$ cat src/rtl/qfx_pkg.sv
package qfx_pkg;

  // Treatment of surplus fraction bits
  typedef enum logic {
    FRAC_CHOP  = 1'b0,
    FRAC_ROUND = 1'b1
  } frac_mode_e;

  // Treatment of surplus integer bits
  typedef enum logic {
    INT_WRAP  = 1'b0,
    INT_CLAMP = 1'b1
  } int_mode_e;

endpackage

$ cat src/rtl/qfx_frac_align.sv
// Moves the binary point so the fraction field has OUT_FRAC bits.
// The output carries one more integer bit than the input so a rounding
// carry can never be lost here.
module qfx_frac_align
  import qfx_pkg::*;
#(
  parameter int IN_INT   = 4,
  parameter int IN_FRAC  = 6,
  parameter int OUT_FRAC = 3
) (
  input  logic [IN_INT+IN_FRAC-1:0]    din,
  input  frac_mode_e                   mode,
  output logic [IN_INT+1+OUT_FRAC-1:0] dout
);

  localparam int IN_W  = IN_INT + IN_FRAC;
  localparam int MID_W = IN_INT + 1 + OUT_FRAC;

  generate
    if (OUT_FRAC == IN_FRAC) begin : g_same
      frac_mode_e mode_unused;
      assign mode_unused = mode;
      always_comb dout = {din[IN_W-1], din};
    end else if (OUT_FRAC > IN_FRAC) begin : g_widen
      localparam int PAD = OUT_FRAC - IN_FRAC;
      frac_mode_e mode_unused;
      assign mode_unused = mode;
      always_comb dout = {din[IN_W-1], din, {PAD{1'b0}}};
    end else begin : g_trim
      localparam int DROP = IN_FRAC - OUT_FRAC;
      logic [MID_W-1:0] kept;
      logic             guard;
      logic             bump;
      always_comb begin
        kept  = {din[IN_W-1], din[IN_W-1:DROP]};
        guard = din[DROP-1];
        bump  = (mode == FRAC_ROUND) ? guard : 1'b0;
        dout  = kept + {{(MID_W-1){1'b0}}, bump};
      end
      if (DROP > 1) begin : g_low
        logic low_unused;
        assign low_unused = ^din[DROP-2:0];
      end
    end
  endgenerate

endmodule

$ cat src/rtl/qfx_int_fit.sv
// Fits the integer field to the output width by sign copy, clamp or wrap.
module qfx_int_fit
  import qfx_pkg::*;
#(
  parameter int MID_W = 8,
  parameter int OUT_W = 6
) (
  input  logic [MID_W-1:0] din,
  input  int_mode_e        mode,
  output logic [OUT_W-1:0] dout,
  output logic             ovf
);

  localparam logic [OUT_W-1:0] POS_LIM = {1'b0, {(OUT_W-1){1'b1}}};
  localparam logic [OUT_W-1:0] NEG_LIM = {1'b1, {(OUT_W-1){1'b0}}};

  generate
    if (MID_W <= OUT_W) begin : g_extend
      int_mode_e mode_unused;
      assign mode_unused = mode;
      always_comb begin
        dout = OUT_W'($signed(din));
        ovf  = 1'b0;
      end
    end else begin : g_trim
      localparam int TOP_W = MID_W - OUT_W + 1;
      logic [TOP_W-1:0] top;
      logic             fits;
      always_comb begin
        top  = din[MID_W-1:OUT_W-1];
        fits = (&top) | ~(|top);
        if (fits || mode == INT_WRAP) begin
          dout = din[OUT_W-1:0];
          ovf  = 1'b0;
        end else begin
          dout = din[MID_W-1] ? NEG_LIM : POS_LIM;
          ovf  = 1'b1;
        end
      end
    end
  endgenerate

endmodule

$ cat src/rtl/qfx_stage.sv
// Single output register with valid/ready flow control.
module qfx_stage #(
  parameter int W = 6
) (
  input  logic         clk,
  input  logic         rst_n,
  input  logic         in_valid,
  output logic         in_ready,
  input  logic [W-1:0] din,
  input  logic         dflag,
  output logic         out_valid,
  input  logic         out_ready,
  output logic [W-1:0] dout,
  output logic         oflag
);

  logic         vld_q;
  logic [W-1:0] data_q;
  logic         flag_q;

  always_comb in_ready = !vld_q || out_ready;

  always_ff @(posedge clk or negedge rst_n) begin
    if (!rst_n) begin
      vld_q  <= 1'b0;
      data_q <= '0;
      flag_q <= 1'b0;
    end else if (in_ready) begin
      vld_q <= in_valid;
      if (in_valid) begin
        data_q <= din;
        flag_q <= dflag;
      end
    end
  end

  assign out_valid = vld_q;
  assign dout      = data_q;
  assign oflag     = flag_q;

endmodule

$ cat src/rtl/qfx_requant.sv
module qfx_requant
  import qfx_pkg::*;
#(
  parameter int IN_INT   = 4,
  parameter int IN_FRAC  = 6,
  parameter int OUT_INT  = 3,
  parameter int OUT_FRAC = 3
) (
  input  logic                        clk,
  input  logic                        rst_n,
  input  logic                        in_valid,
  output logic                        in_ready,
  input  logic [IN_INT+IN_FRAC-1:0]   in_data,
  input  logic                        rnd_mode,
  input  logic                        sat_mode,
  output logic                        out_valid,
  input  logic                        out_ready,
  output logic [OUT_INT+OUT_FRAC-1:0] out_data,
  output logic                        out_ovf
);

  localparam int MID_W = IN_INT + 1 + OUT_FRAC;
  localparam int OUT_W = OUT_INT + OUT_FRAC;

  logic [MID_W-1:0] aligned;
  logic [OUT_W-1:0] fitted;
  logic             fit_ovf;

  qfx_frac_align #(
    .IN_INT  (IN_INT),
    .IN_FRAC (IN_FRAC),
    .OUT_FRAC(OUT_FRAC)
  ) u_align (
    .din (in_data),
    .mode(frac_mode_e'(rnd_mode)),
    .dout(aligned)
  );

  qfx_int_fit #(
    .MID_W(MID_W),
    .OUT_W(OUT_W)
  ) u_fit (
    .din (aligned),
    .mode(int_mode_e'(sat_mode)),
    .dout(fitted),
    .ovf (fit_ovf)
  );

  qfx_stage #(
    .W(OUT_W)
  ) u_stage (
    .clk      (clk),
    .rst_n    (rst_n),
    .in_valid (in_valid),
    .in_ready (in_ready),
    .din      (fitted),
    .dflag    (fit_ovf),
    .out_valid(out_valid),
    .out_ready(out_ready),
    .dout     (out_data),
    .oflag    (out_ovf)
  );

endmodule

$ cat config.mk
export PLATFORM = sky130hd
export DESIGN_NAME = qfx_requant
export DESIGN_NICKNAME = d
export VERILOG_FILES = /design/src/rtl/qfx_pkg.sv /design/src/rtl/qfx_frac_align.sv /design/src/rtl/qfx_int_fit.sv /design/src/rtl/qfx_stage.sv /design/src/rtl/qfx_requant.sv
export SDC_FILE = /design/constraint.sdc
export NUM_CORES = 1
export LEC_CHECK = 0
export ABC_CLOCK_PERIOD_IN_PS = 1700
export BUFFER_PORTS_ARGS = -buffer_cell sky130_fd_sc_hd__buf_2
export CAP_MARGIN = 30
export CELL_PAD_IN_SITES_DETAIL_PLACEMENT = 0
export CELL_PAD_IN_SITES_GLOBAL_PLACEMENT = 2
export CORE_MARGIN = 2
export CORE_UTILIZATION = 25
export DETAILED_ROUTE_END_ITERATION = 10
export GPL_ROUTABILITY_DRIVEN = 0
export PLACE_DENSITY = 0.72
export REMOVE_ABC_BUFFERS = 1
export SLEW_MARGIN = 20
export SYNTH_ARGS = -nofsm -noshare
export SYNTH_HDL_FRONTEND = slang
export SYNTH_SLANG_ARGS = --single-unit
$ cat constraint.sdc
create_clock -name clk -period 1.7 [get_ports clk]
set_input_delay 0.34 -clock clk [delete_from_list [all_inputs] [get_ports clk]]
set_output_delay 0.34 -clock clk [all_outputs]
set_load 0.005 [all_outputs]
---- Word level (Yosys, flattened, before mapping) ----
Index checks and enable logic that the tools add are counted.
word-level totals
  flip-flop bits (word level) ............. 8
  input bits .............................. 16
  output and inout bits ................... 9
operators by class
  add/sub/neg operators ................... 1
  mux-type cells .......................... 4
  bitwise logic cells ..................... 3
  reductions and logical operators ........ 6
operators by type and width
  kind                number
  $mux W6             2
  $add A7 B2 Y8       1
  $reduce_and A3 Y1   1
  $reduce_or A3 Y1    1
  $logic_or A1 B1 Y1  2
  $mux W1             2
  $not A1 Y1          2
  $reduce_and A2 Y1   1
  $logic_not A1 Y1    1
  $or A1 B1 Y1        1

---- Logic depth before layout (Yosys ltp) ----
Gate-level depths: netlist of the first run.
  depth after elaboration ................. 7
  depth in mapped cells ................... 7
  mapped depth without buffers ............ 7

---- By module ----
Synthesis of the first run repeated with hierarchy kept, for this count alone.
second synthesis, totals
  cells, all modules ...................... 62
  area, all modules ....................... 600.6 sq um
modules (own cells, without submodules)
  module          times used  cells an instance  area each (sq um)
  qfx_stage       1           18                 337.8
  qfx_int_fit     1           28                 142.6
  qfx_frac_align  1           16                 120.1

---- Worst setup path after synthesis of the first run ----
Ideal clock, no wire load.
  path kind ............................... input to register
  start point ............................. input rnd_mode
  end point ............................... register u_stage.data_q[0] (netlist: u_stage.dout[0])
  setup time .............................. 152 ps
  arrival time ............................ 1856 ps
  required time ........................... 1548 ps
  path slack .............................. -308 ps
  stages .................................. 7
  path buffers ............................ 0
  cells stage by stage .................... and2_1 > ha_1 > ha_1 > nand2b_2 > nor3b_1 > a2111oi_4 > o311ai_1
on the way
  longest elaborated chain between the ends .. 7
  elaborated cells between the ends (all ways) .. 9
  those cells by class .................... 1 x add/sub; 3 x mux; 2 x bitwise; 3 x reduce/logical
RTL lines
  element               line                  text
  from (decl)           qfx_requant.sv:14     input logic rnd_mode,
  $mux W1 *             qfx_frac_align.sv:37  bump = (mode == FRAC_ROUND) ? guard : 1'b0;
  $add A7 B2 Y8 *       qfx_frac_align.sv:38  dout = kept + {{(MID_W-1){1'b0}}, bump};
  $reduce_or A3 Y1      qfx_int_fit.sv:31     fits = (&top) | ~(|top);
  $not A1 Y1            qfx_int_fit.sv:31
  $or A1 B1 Y1          qfx_int_fit.sv:31
  $logic_or A1 B1 Y1    qfx_int_fit.sv:32     if (fits || mode == INT_WRAP) begin
  $mux W6 *             qfx_int_fit.sv:32
  to (signal assigned)  qfx_stage.sv:31       data_q <= din;
  to (decl)             qfx_stage.sv:18       logic [W-1:0] data_q;
Every way passes the cells marked *; elsewhere a longest branch is shown, timed or not.
A chain may end at the register's enable or synchronous reset.

---- Worst setup path in the final report of the first run ----
  start point ............................. input in_data[2]
  end point ............................... register u_stage.data_q[5] (netlist: u_stage.dout[5])
on the way
  longest elaborated chain between the ends .. 7
  elaborated cells between the ends (all ways) .. 9
  those cells by class .................... 1 x add/sub; 3 x mux; 2 x bitwise; 3 x reduce/logical
RTL lines
  element             line                  text
  from (decl)         qfx_requant.sv:13     input logic [IN_INT+IN_FRAC-1:0] in_data,
  $mux W1 *           qfx_frac_align.sv:37
  $add A7 B2 Y8 *     qfx_frac_align.sv:38
  $reduce_or A3 Y1    qfx_int_fit.sv:31
  $not A1 Y1          qfx_int_fit.sv:31
  $or A1 B1 Y1        qfx_int_fit.sv:31
  $logic_or A1 B1 Y1  qfx_int_fit.sv:32
  $mux W6 *           qfx_int_fit.sv:32
Marked as above.

==> results of run 1 <==
## stage by stage
step | hold WS (ns) | power [mW] | instances | worst slack, ns
floorplan | 0.0444 | 0.310 | 56 | -0.308
global placement | 0.190 | 0.397 | 117 | -0.451
detailed placement | 0.192 | 0.398 | 117 | -0.484
CTS | 0.302 | 0.556 | 122 | -0.0351
global route | 0.316 | 0.604 | 123 | -0.00142
finish | 0.307 | 0.560 | 123 | 0.0385
## Yosys cell counts (2+ instances only)
master	n	area share [%]
ha_1	2	4.5
o311ai_1	5	7.9
and2_1	2	2.2
dfrtp_1	8	36
nand3_1	3	2.7
nand2_1	13	8.8
xnor2_1	2	3.1
nand2b_1	3	3.4
o31a_1	2	3.1
## state kept, by name, indices dropped and copies added, names as in the netlist
signal	cells
u_stage.oflag	1
u_stage.out_valid	1
u_stage.dout	6
## area by class of cell
class | count | area, sq um
sequential | 8 | 200
fill | 228 | 1230
clock buffer | 3 | 22.5
timing repair buffer | 36 | 228
tap | 28 | 35.0
multi-input combinational | 48 | 432
## per-layer routing
| layer | vias to the layer above | GRT usage, % |
|---|---|---|
| met2 | 18 | 21.6 |
| met4 | 0 | 4.05 |
| li1 | 294 | - |
| met1 | 283 | 15.1 |
| met3 | 2 | 4.39 |
| met5 | - | 0 |
## report_power, final
group / total (mW) / internal, mW / leakage (nW) / switching, mW
Clock: 0.143 / 0.0806 / 0.0138 / 0.0624
Sequential: 0.234 / 0.220 / 0.0949 / 0.0143
Combinational: 0.182 / 0.0961 / 0.275 / 0.0864
Total: 0.560 / 0.397 / 0.384 / 0.163
## repair_timing
item	in CTS	in global routing
setup endpoints to repair	7	7
resized for setup	12	5
hold endpoints to repair	8	0
hold buffers	1	0
buffers inserted	1	1
pin swaps	9	6
## logic make-up (layout without fill, tap and decap cells)
kind of cell / after synthesis / count (layout) / synth area share, %
flip-flops: 8 / 8 / 36.0
XOR/XNOR: 3 / 3 / 4.72
AO/OA/AOI/OAI: 14 / 14 / 23.8
adder cells (fa/ha/maj): 2 / 2 / 4.49
buffers and inverters: 1 / 39 / 0.674
AND/OR/NAND/NOR: 29 / 29 / 30.3
## final timing paths
check,from,endpoint,slack [ns],cells past startpoint
max in group asynchronous,rst_n,u_stage.dout[4],1.07,2
min reg2reg,u_stage.dout[4],u_stage.dout[4],0.48,2
min in group asynchronous,rst_n,u_stage.dout[1],0.46,2
min,in_valid,u_stage.out_valid,0.31,2
max reg2reg,u_stage.out_valid,u_stage.dout[5],0.37,5
max,in_data[2],u_stage.dout[5],0.04,9
## worst reg2reg max path: cells and delay by family, from the launching register on
| kind | cells | cell delay (ns) |
|---|---|---|
| buffers and inverters | 1 | 0.18 |
| AOI/OAI and AO/OA | 2 | 0.23 |
| DFF | 1 | 0.37 |
| and+or+nand+nor | 2 | 0.43 |
==> impl_metrics.env, run 1 <==
export IMPL_gr_total_overflow=0
export IMPL_synth_distinct_cells=26
export IMPL_synth_edff_count=0
export IMPL_synth_ff_type="dfrtp_1"
export IMPL_row_count=17
export IMPL_timing_final_crit_period_ns=1.66
export IMPL_wl_met2_um=792
export IMPL_tightest_slew_ns=0.260
export IMPL_dr_first_iter_drc_count=7
export IMPL_syn_area_sq_um=557
export IMPL_area_delta_synth_final_pct=64.7
export IMPL_finalCritPeriodShare_pct=97.7
export IMPL_setup_viol=0
export IMPL_fin_area_sq_um=917
export IMPL_ys_seq_area_share_pct=36.0
export IMPL_drv_slew=0
export IMPL_placed_area_sq_um=781
export IMPL_cts_buffers=3
export IMPL_synthCells=57
export IMPL_worst_path_buf_inv=2
export IMPL_utilization_pct=42.7
export IMPL_grt_usage_pct=12.8
export IMPL_async_reset_ff_share_pct=100
export IMPL_ios=25
export IMPL_path_delay_family="compound AO/OA/AOI/OAI gates"
export IMPL_worstPathArrival_ns=1.80
export IMPL_die_y_um=51.2
export IMPL_grt_pass1_wl_mm=2.47
export IMPL_finalHoldViolCount=0
export IMPL_slowest_delay_ns=0.33
export IMPL_top_layer_used="met4"
export IMPL_crit_slowest_cell="a2111oi_4"
export IMPL_wl_met3_um=107
export IMPL_drt_pass1_iterations=4
export IMPL_grt_pass1_vias=573
export IMPL_antenna_cells=0
export IMPL_fmax_ghz=0.602
export IMPL_drv_cap=0
export IMPL_path_common_cell="ha_4"
export IMPL_final_common_cell="buf_2"
export IMPL_critPathRequiredTime_ns=1.83
export IMPL_antenna_left=0
export IMPL_cts_sinks=8
export IMPL_peakVddDrop_uv=236
export IMPL_final_cell_mix="21 x buf_2, 12 x nand2_1, 12 x buf_4"
export IMPL_critPathKind="in -> reg"
export IMPL_wl_met1_um=649
export IMPL_path_max_fanout=6
export IMPL_fin_nets=115
export IMPL_htreeDepth=1
export IMPL_setup_tns_ns=0
export IMPL_core_area_sq_um=2150
export IMPL_totalWireLength_mm=1.55
export IMPL_status="completed"
export IMPL_finalClockSkew_ns=0.000211
export IMPL_root_buffer="clkbuf_4"
export IMPL_cp_end_kind="register"
export IMPL_avgSynthCellArea_sq_um=9.77
export IMPL_cellLeakagePower_nw=0.384
export IMPL_vias_per_cell=4.85
export IMPL_wl_per_cell_um=12.6
export IMPL_vias=597
export IMPL_synth_warnings=0
export IMPL_clk_latency_ns=0.25
export IMPL_dp_hpwl_mm=1.17
export IMPL_drc=0
export IMPL_drive_gt1_share_pct=55.8
export IMPL_grt_max_degree=9
export IMPL_path_cells="buf_6 -> and2_4 -> ha_4 -> ha_4 -> nand2b_4 -> a2111oi_4 -> o211ai_1 -> buf_4 -> o311a_1"
export IMPL_power_density_nw_per_um2=610
export IMPL_port_buffer_count=22
export IMPL_cts_tree="yes"
export IMPL_crit_path_start_kind="input port"
export IMPL_grt_antenna_before_repair=0
export IMPL_hp_class="in -> reg"
export IMPL_path_clk_slew_ns=0.05
export IMPL_ys_seq_elements=8
export IMPL_die_area_sq_um=2620
export IMPL_slew_headroom_pct=82.4
export IMPL_start_util_pct=25.9
export IMPL_clockBufferDepth=2
export IMPL_die_w_um=51.2
Note: power is estimated with default switching activity, not from simulation.
==> run 2, diff against run 1 <==
- CORE_UTILIZATION: 25 -> 27
- CTS_BUF_LIST: default -> sky130_fd_sc_hd__clkbuf_8
- PLACE_DENSITY: 0.72 -> 0.77
==> run 2 against run 1 <==
The flow now finishes with violations (negative setup slack). Sequential share of layout area is 1.5 points lower. Global-route usage down 0.12 points. Fmax decreased by 3.8%. Total power rose by 20%. Cell count down 3.3%. Final area grew 7.6%. Combinational power is 16% higher. Clock skew increased by 0.0021 ns.
==> impl_metrics.env, run 2 (synthesis results as in run 1) <==
export IMPL_status="finished, violations left"
export IMPL_violations="negative setup slack"
export IMPL_crit_path_start_kind="input port"
export IMPL_power_total_mw=0.671
export IMPL_use_met3_pct=2.15
export IMPL_worst_path_buf_inv=2
export IMPL_utilization_pct=50.3
export IMPL_vias_per_cell=4.97
export IMPL_grt_usage_pct=12.7
export IMPL_clk_latency_ns=0.23
export IMPL_cts_tree="yes"
export IMPL_fin_nets=112
export IMPL_drv_slew=0
export IMPL_gr_total_overflow=0
export IMPL_grt_pass1_wl_mm=2.37
export IMPL_setup_tns_ns=-0.0985
export IMPL_area_delta_synth_final_pct=77.3
export IMPL_die_y_um=49.4
export IMPL_final_cells=119
export IMPL_setup_viol=7
export IMPL_nFillCells=211
export IMPL_slew_headroom_pct=82.9
export IMPL_grt_pass1_vias=573
export IMPL_crit_slowest_cell="a2111oi_4"
export IMPL_grt_max_degree=9
export IMPL_path_cells="buf_6 -> and2_4 -> ha_4 -> ha_4 -> nand2b_4 -> nor3b_4 -> a2111oi_4 -> buf_6 -> o311ai_4"
export IMPL_finalClockSkew_ns=0.00234
export IMPL_wl_per_cell_um=12.7
export IMPL_root_buffer="clkbuf_8"
export IMPL_core_area_sq_um=1960
export IMPL_critPathKind="in -> reg"
export IMPL_drt_pass1_iterations=4
export IMPL_fin_ws_ns=-0.0267
export IMPL_tightest_slew_ns=0.257
export IMPL_dr_first_iter_drc_count=5
export IMPL_cts_sinks=8
export IMPL_drive_gt1_share_pct=58.7
export IMPL_path_delay_family="simple AND/OR/NAND/NOR gates"
export IMPL_htreeDepth=1
export IMPL_timing_final_crit_period_ns=1.73
export IMPL_power_density_nw_per_um2=680
export IMPL_final_cell_mix="21 x buf_2, 12 x nand2_1, 9 x buf_4"
export IMPL_dp_hpwl_mm=1.08
export IMPL_start_util_pct=28.4
export IMPL_die_w_um=49.4
export IMPL_largest_register_ffs=6
export IMPL_fmax_ghz=0.579
export IMPL_dp_slack_ns=-0.498
export IMPL_finalHoldViolCount=0
export IMPL_row_count=16
export IMPL_dp_cells=114
export IMPL_cp_end_kind="register"
export IMPL_busiest_layer="met2"
export IMPL_drc=0
export IMPL_hp_class="in -> reg"
export IMPL_ios=25
export IMPL_totalWireLength_mm=1.51
export IMPL_die_area_sq_um=2440
export IMPL_antenna_cells=0
export IMPL_critPathRequiredTime_ns=1.79
export IMPL_finalCritPeriodShare_pct=102
export IMPL_path_max_fanout=7
export IMPL_port_buffer_count=22
export IMPL_vias=591
export IMPL_clockBufferDepth=2
export IMPL_grtUsageMet2_pct=20.7
export IMPL_drv_cap=0
export IMPL_path_clk_slew_ns=0.04
export IMPL_cellLeakagePower_nw=0.413
export IMPL_cts_buffers=3
export IMPL_grt_setup_unrepaired="true"
export IMPL_worstPathArrival_ns=1.82
export IMPL_peakVddDrop_uv=284
export IMPL_grt_antenna_before_repair=0
export IMPL_antenna_left=0
export IMPL_slowest_delay_ns=0.28
export IMPL_met1_usage_pct=15.2
export IMPL_final_common_cell="buf_2"
## run 2: cell count changes in the layout (fill, tap and decap cells not counted), moves of 2 or more
cell      previous run  this run
o311ai_4             0         2
o311ai_1             4         0
clkbuf_4             3         0
o311ai_2             1         3
clkbuf_8             0         3
buf_4               12         9
## run 2: layout make-up
class                   count  area [sq um]  area share (%)
multi-input cells          48           507            51.3
repair buffers             33           205            20.8
flip-flops and latches      8           200            20.3
well taps                  27          33.8            3.42
clock buffers               3          41.3            4.18
## run 2: metal layers
layer	part of all wire [%]	routed length, um	up-vias
li1	-	-	290
met2	51	775	16
met5	0	0	-
met1	44	666	283
met4	1.3	19	0
met3	3.5	53	2
## run 2: repair_timing
item	in CTS	in global routing
setup buffers	2	1
gates resized for setup	15	12
pin swaps	8	12
hold buffers	1	0
endpoints found under the setup margin	7	7
hold endpoints to repair	8	0
## run 2: where the power goes
part           total [mW]  internal (mW)  switching (mW)  leakage (nW)
Combinational       0.212          0.111           0.100         0.297
Sequential          0.234          0.221          0.0132        0.0949
Clock               0.225          0.153          0.0722        0.0216
Total               0.671          0.485           0.186         0.413
## run 2: worst reg2reg max path, stage by stage, from the launching register on
cell	delay, ns
dfrtp_1	0.36
nand2b_1	0.12
and2_1	0.28
nand3_1	0.11
o311a_1	0.35
## run 2: metrics by stage
step,hold WS [ns],instance area (sq um)
floorplan,0.0444,553
global placement,0.185,764
detailed placement,0.189,764
CTS,0.331,901
global route,0.336,987
finish,0.331,987
## run 2: worst paths after layout
path	from	to	slack, ns	depth (start not counted)
hold / removal	in_valid	u_stage.out_valid	0.33	2
hold reg to reg	u_stage.dout[3]	u_stage.dout[3]	0.50	2
setup reg to reg	u_stage.out_valid	u_stage.dout[5]	0.35	4
min in group asynchronous	rst_n	u_stage.oflag	0.49	2
setup / recovery	in_data[2]	u_stage.dout[4]	-0.03	9
max in group asynchronous	rst_n	u_stage.out_valid	1.04	2
